==> config.mk <==
export PLATFORM = sky130hd
export DESIGN_NAME = mdio_master
export DESIGN_NICKNAME = d
export VERILOG_FILES = /design/src/rtl/mdio_pkg.sv /design/src/rtl/mdio_tick.sv /design/src/rtl/mdio_engine.sv /design/src/rtl/mdio_master.sv
export SDC_FILE = /design/constraint.sdc
export NUM_CORES = 1
export LEC_CHECK = 0
export BUFFER_PORTS_ARGS = -buffer_cell sky130_fd_sc_hd__buf_2
export CAP_MARGIN = 10
export CORE_AREA = 8 8 119 132
export DETAILED_ROUTE_END_ITERATION = 10
export DIE_AREA = 0 0 127 140
export RECOVER_POWER = 50
export SLEW_MARGIN = 5
export SYNTH_ARGS = -nofsm -noshare
export SYNTH_HDL_FRONTEND = slang
export SYNTH_SLANG_ARGS = --single-unit
export TNS_END_PERCENT = 30
==> constraint.sdc <==
create_clock -name clk -period 6.2 [get_ports clk]
set_input_delay 1.55 -clock clk [delete_from_list [all_inputs] [get_ports clk]]
set_output_delay 1.55 -clock clk [all_outputs]
set_load 0.02 [all_outputs]
==> src/rtl/mdio_pkg.sv <==
package mdio_pkg;
    localparam int PRE_LEN       = 33;
    localparam int ADDR_W        = 5;
    localparam int DATA_W        = 16;
    localparam int RECOVER_LEN   = 32;
    localparam int HDR_LEN       = PRE_LEN + 2 + 2 + 2 * ADDR_W;
    localparam int FRAME_LEN     = HDR_LEN + 2 + DATA_W;
    localparam int READ_FAIL_LEN = HDR_LEN + 2 + RECOVER_LEN;
    localparam int IDX_W         = $clog2(READ_FAIL_LEN + 1);

    typedef enum logic [1:0] {
        OP_WRITE = 2'b01,
        OP_READ  = 2'b10
    } mdio_op_e;

    typedef struct packed {
        logic              rd;
        logic [ADDR_W-1:0] phy;
        logic [ADDR_W-1:0] regad;
        logic [DATA_W-1:0] wdata;
    } mdio_req_t;

    function automatic logic [FRAME_LEN-1:0] build_frame(mdio_req_t r);
        logic [1:0] opb;
        opb = r.rd ? OP_READ : OP_WRITE;
        return {{PRE_LEN{1'b1}}, 2'b01, opb, r.phy, r.regad, 2'b10, r.wdata};
    endfunction
endpackage

==> src/rtl/mdio_tick.sv <==
module mdio_tick #(
    parameter int DIV_W = 8
) (
    input  logic             clk,
    input  logic             rst,
    input  logic             start,
    input  logic             run,
    input  logic [DIV_W-1:0] half_div,
    output logic             tick
);
    logic [DIV_W-1:0] cnt;
    logic [DIV_W-1:0] lim;

    always_ff @(posedge clk) begin
        if (rst) begin
            cnt <= '0;
            lim <= '0;
        end else if (start) begin
            cnt <= '0;
            lim <= half_div;
        end else if (run) begin
            if (cnt == lim) cnt <= '0;
            else            cnt <= cnt + 1'b1;
        end
    end

    assign tick = run && !start && (cnt == lim);
endmodule

==> src/rtl/mdio_engine.sv <==
module mdio_engine
    import mdio_pkg::*;
(
    input  logic              clk,
    input  logic              rst,
    input  logic              start,
    input  mdio_req_t         req_in,
    input  logic              tick,
    input  logic              mdio_i,
    output logic              busy,
    output logic              done,
    output logic [DATA_W-1:0] rdata,
    output logic              no_resp,
    output logic              mdc,
    output logic              mdio_o,
    output logic              mdio_oe
);
    localparam logic [IDX_W-1:0] HDR_I  = IDX_W'(HDR_LEN);
    localparam logic [IDX_W-1:0] TA2_I  = IDX_W'(HDR_LEN + 1);
    localparam logic [IDX_W-1:0] LEN_I  = IDX_W'(FRAME_LEN);
    localparam logic [IDX_W-1:0] END_OK = IDX_W'(FRAME_LEN - 1);
    localparam logic [IDX_W-1:0] END_NR = IDX_W'(READ_FAIL_LEN - 1);

    logic [FRAME_LEN-1:0] frame;
    logic                 rd;
    logic                 recover;
    logic [IDX_W-1:0]     idx;
    logic [IDX_W-1:0]     pos;
    logic [IDX_W-1:0]     last_idx;
    logic                 frame_bit;

    always_comb begin
        pos       = END_OK - idx;
        frame_bit = (idx < LEN_I) ? frame[pos] : 1'b0;
        last_idx  = recover ? END_NR : END_OK;
        mdio_oe   = busy && (rd ? (idx < HDR_I) : 1'b1);
        mdio_o    = mdio_oe && frame_bit;
    end

    always_ff @(posedge clk) begin
        if (rst) begin
            frame   <= '0;
            rd      <= 1'b0;
            recover <= 1'b0;
            idx     <= '0;
            mdc     <= 1'b0;
            busy    <= 1'b0;
            done    <= 1'b0;
            rdata   <= '0;
            no_resp <= 1'b0;
        end else begin
            done <= 1'b0;
            if (start) begin
                frame   <= build_frame(req_in);
                rd      <= req_in.rd;
                recover <= 1'b0;
                idx     <= '0;
                mdc     <= 1'b0;
                busy    <= 1'b1;
                rdata   <= '0;
                no_resp <= 1'b0;
            end else if (busy && tick) begin
                if (!mdc) begin
                    mdc <= 1'b1;
                    if (rd) begin
                        if (idx == TA2_I && mdio_i) begin
                            recover <= 1'b1;
                            no_resp <= 1'b1;
                            rdata   <= '1;
                        end else if (idx > TA2_I && idx < LEN_I && !recover) begin
                            rdata <= {rdata[DATA_W-2:0], mdio_i};
                        end
                    end
                end else begin
                    mdc <= 1'b0;
                    if (idx == last_idx) begin
                        busy <= 1'b0;
                        done <= 1'b1;
                    end else begin
                        idx <= idx + 1'b1;
                    end
                end
            end
        end
    end


    idle_release_chk: assert property (@(posedge clk) disable iff (rst)
        !busy |-> (!mdc && !mdio_oe));

    high_stable_chk: assert property (@(posedge clk) disable iff (rst)
        (mdc && $past(mdc)) |-> ($stable(mdio_o) && $stable(mdio_oe)));

    done_pulse_chk: assert property (@(posedge clk) disable iff (rst)
        done |=> !done);

    done_idle_chk: assert property (@(posedge clk) disable iff (rst)
        done |-> (!busy && !mdc && !mdio_oe));

    nores_ones_chk: assert property (@(posedge clk) disable iff (rst)
        no_resp |-> (rdata == '1));

    result_hold_chk: assert property (@(posedge clk) disable iff (rst)
        (!busy && !start) |=> ($stable(rdata) && $stable(no_resp)));
endmodule

==> src/rtl/mdio_master.sv <==
module mdio_master
    import mdio_pkg::*;
#(
    parameter int DIV_W = 8
) (
    input  logic             clk,
    input  logic             rst,
    input  logic [DIV_W-1:0] half_div,
    input  logic             req,
    input  logic             req_read,
    input  logic [4:0]       req_phy,
    input  logic [4:0]       req_reg,
    input  logic [15:0]      req_wdata,
    output logic             busy,
    output logic             done,
    output logic [15:0]      rdata,
    output logic             no_resp,
    output logic             mdc,
    output logic             mdio_o,
    output logic             mdio_oe,
    input  logic             mdio_i
);
    logic      start;
    logic      tick;
    mdio_req_t req_pk;

    assign start  = req && !busy;
    assign req_pk = '{rd: req_read, phy: req_phy, regad: req_reg, wdata: req_wdata};

    mdio_tick #(.DIV_W(DIV_W)) u_tick (
        .clk      (clk),
        .rst      (rst),
        .start    (start),
        .run      (busy),
        .half_div (half_div),
        .tick     (tick)
    );

    mdio_engine u_eng (
        .clk     (clk),
        .rst     (rst),
        .start   (start),
        .req_in  (req_pk),
        .tick    (tick),
        .mdio_i  (mdio_i),
        .busy    (busy),
        .done    (done),
        .rdata   (rdata),
        .no_resp (no_resp),
        .mdc     (mdc),
        .mdio_o  (mdio_o),
        .mdio_oe (mdio_oe)
    );
endmodule

==> impl_metrics.json <==
{
  "cts_tree": "yes",
  "synthesis.area_sq_um": 3311,
  "synth.distinct_cells": 47,
  "arrival_ns": 3.15,
  "final_nets": 467,
  "ys_warn_count": 0,
  "violations": "max-capacitance violations, max-slew violations",
  "crit_cells": 7,
  "cts_setup_buffers": 0,
  "clock_path_buffers": 2,
  "io_pins": 61,
  "postSynthCellCount": 379,
  "grt_max_degree": 44,
  "slew_headroom": -0.08243,
  "clk-insertion-delay-late_ns": 0.33,
  "postCtsResizedCells": 0,
  "fillCellCount": 1430,
  "power_density_nw_per_um2": 271.3,
  "cp-startpoint": "u_eng.idx[0]",
  "period_share": 0.7585,
  "syn_avg_cell_area_sq_um": 8.735,
  "numCtsBuffers": 9,
  "endpoint_kind": "primary output",
  "first_pass_iters": 4,
  "power_switching_uw": 258.0,
  "wl_um": 8245,
  "grt_pass1_vias": 2854,
  "fin_crit_ns": 4.703,
  "worst_pin_slew_ns": 1.624,
  "core_sq_um": 13510,
  "cp_top_family": "flip-flops",
  "crit_chain": "inv_1 > ha_1 > mux4_2 > mux2i_1 > o22ai_1 > o311a_1 > buf_2",
  "synthTopCellsByArea": "dfxtp_1 (44%), nand2_1 (9.3%), a21oi_1 (6.3%)",
  "synth_top_area_share": 0.4354,
  "p_leak_nw": 1.536,
  "ctsRootBufferMaster": "clkbuf_16",
  "start_util": 0.2450,
  "worstSetupStartpointType": "flip-flop",
  "slowest_delay_ns": 0.80,
  "final_util": 0.2949,
  "critPathSlowestCell": "dfxtp_1",
  "p_comb_frac": 0.078,
  "drt_iter0_markers": 137,
  "power.internal_uw": 823.2,
  "min_path_type": "flip-flop to flip-flop",
  "overflow": 0,
  "rsz0062_at_grt": "no",
  "maxCapViolations": 1,
  "htreeDepth": 3,
  "clkPwrFrac": 0.467,
  "clock_sinks": 72,
  "ys_seq_area_frac": 0.4354,
  "path_class": "flip-flop to primary output",
  "grtUsageTotal": 0.09462,
  "ant_nets": 0,
  "antenna_found_initial": 0,
  "async_flop_share": 0,
  "ys_ff_latch": 72,
  "finClkSkew_ns": 0.006259,
  "die_width_um": 127,
  "dp_hpwl_um": 6042,
  "fmax_mhz": 212.7,
  "switching_share": 0.2386,
  "critPathMaxFanout": 18,
  "finalMaxSlewViolations": 42,
  "setup_tns_ns": 0,
  "area_growth_pct": 20.37,
  "via_per_inst": 4.777,
  "ys.flop_type": "dfxtp_1",
  "rr_startpoint": "u_eng.idx[0]",
  "gp_congestion": 0.8431,
  "insertedDiodeCount": 0,
  "vdd_ir_drop_max_mv": 0.1187,
  "hp-start": "u_eng.frame[20]",
  "hold_viol_final": 0,
  "whs_path_depth": 2,
  "synth_edf_count": 0,
  "regArea_sq_um": 1441,
  "status": "finished, violations left",
  "final_layout_size_suffix_gt1_frac": 0.2238,
  "synth_nets": 421,
  "grt_pass1_wl_um": 13740,
  "multiInputGateArea_sq_um": 1717,
  "portBuffers": 60,
  "vias": 2833,
  "synth_area_leader_cell": "dfxtp_1",
  "reg2reg_depth": 7,
  "seq_power_share": 0.455,
  "drc": 0,
  "crit_buf_inv": 2,
  "hold_buffers": 0,
  "placementRows": 45,
  "clk_pin_slew_worst_paths_ns": 0.06,
  "setup_viol": 0,
  "die_h_um": 140,
  "dieArea_sq_um": 17780,
  "wire_per_inst_um": 13.90,
  "required_ns": 4.65
}
## state kept, by name, indices dropped and copies added (netlist names)
register       flops
u_eng.mdc          1
u_tick.cnt         8
u_eng.done         1
u_eng.busy         1
u_tick.lim         8
u_eng.frame       29
u_eng.rdata       16
u_eng.idx          7
u_eng.no_resp      1
## metrics by stage
step,hold slack (ns),setup WS [ns],cells,cell area [sq um],power [mW]
final,0.4532,1.497,593,3985,1.081
after global routing,0.4801,1.204,593,3985,1.125
after CTS,0.4571,1.468,593,4000,1.092
after detailed placement,0.4488,1.831,578,3712,0.5877
after global placement,0.4504,1.962,578,3712,0.5855
after floorplan,0.4331,2.221,379,3311,0.5562
## path summary, 6_finish.rpt
check	endpoint	slack (ns)
worst max-delay path	mdio_o	1.50
worst min-delay path	u_eng.frame[20]	0.45
worst max register to register	u_eng.rdata[11]	3.52
worst min register to register	u_eng.frame[20]	0.45
## power by group through the flow
stage                     logic (mW)  registers [mW]  clock network [mW]
after floorplan               0.0585           0.498                   0
after global placement        0.0828           0.503                   0
after detailed placement      0.0851           0.503                   0
after CTS                     0.0854           0.492               0.514
after global routing          0.0957           0.494               0.535
final                         0.0838           0.492               0.505
## layer usage
layer / wire length (um) / track usage / vias to the layer above
li1: - / - / 1427
met1: 3926 / 0.1167 / 1319
met2: 3800 / 0.1530 / 77
met3: 395 / 0.02240 / 10
met4: 122 / 0.04263 / 0
met5: 0 / 0 / -
## cell type report
| cell class | count | area share |
|---|---|---|
| sequential | 72 | 0.3617 |
| inverter | 7 | 0.006593 |
| tap | 164 | 0.05149 |
| multi-input combinational | 272 | 0.4308 |
| timing repair buffer | 63 | 0.07724 |
| clock buffer | 10 | 0.05746 |
| clock inverter | 5 | 0.01476 |
## worst reg2reg max path, stage by stage (launching register included)
cell and delay (ns):
dfxtp_1 0.80, inv_1 0.23, ha_1 0.32, nor3b_1 0.17, and3_1 0.20, o21bai_1 0.18, and2_1 0.33, o221a_2 0.35
## cells in the final DEF (no fill, tap or decap), drive strengths merged, types with 7 or more instances in the layout
| cell type | Yosys | layout |
|---|---|---|
| buf | 11 | 53 |
| clkbuf | 17 | 20 |
| a21oi | 42 | 42 |
| nand4 | 8 | 8 |
| inv | 7 | 7 |
| o21ai | 8 | 8 |
| xnor2 | 14 | 14 |
| nand3 | 11 | 11 |
| o221a | 15 | 15 |
| mux2i | 10 | 10 |
| dfxtp | 72 | 72 |
| nor2 | 17 | 17 |
| nand2 | 82 | 82 |
## synth_stat cells, types with 2 or more instances
cell type   n
a21oi_1    42
a32oi_1     2
and3_1      3
buf_1       2
buf_2       7
buf_6       2
clkbuf_1   17
dfxtp_1    72
ha_1        3
inv_1       7
mux2i_1    10
mux4_2      6
nand2_1    82
nand2b_1    4
nand3_1    11
nand3b_1    2
nand4_1     8
nor2_1     17
nor2b_1     6
nor3_1      5
nor4_2      2
o21ai_0     8
o221a_2    15
o22ai_1     2
or3_1       5
xnor2_1    14
xor2_1      5
## logic make-up (layout without fill, tap and decap cells)
logic type,Yosys count,in the layout,share of synthesized area
AND/OR/NAND/NOR,153,153,0.2188
buffers and inverters,35,85,0.04686
multiplexers,16,16,0.07105
adder cells (fa/ha/maj),3,3,0.01134
XOR/XNOR,19,19,0.05026
AO/OA/AOI/OAI,81,81,0.1663
flip-flops,72,72,0.4354
Note: power is estimated with default switching activity, not from simulation.
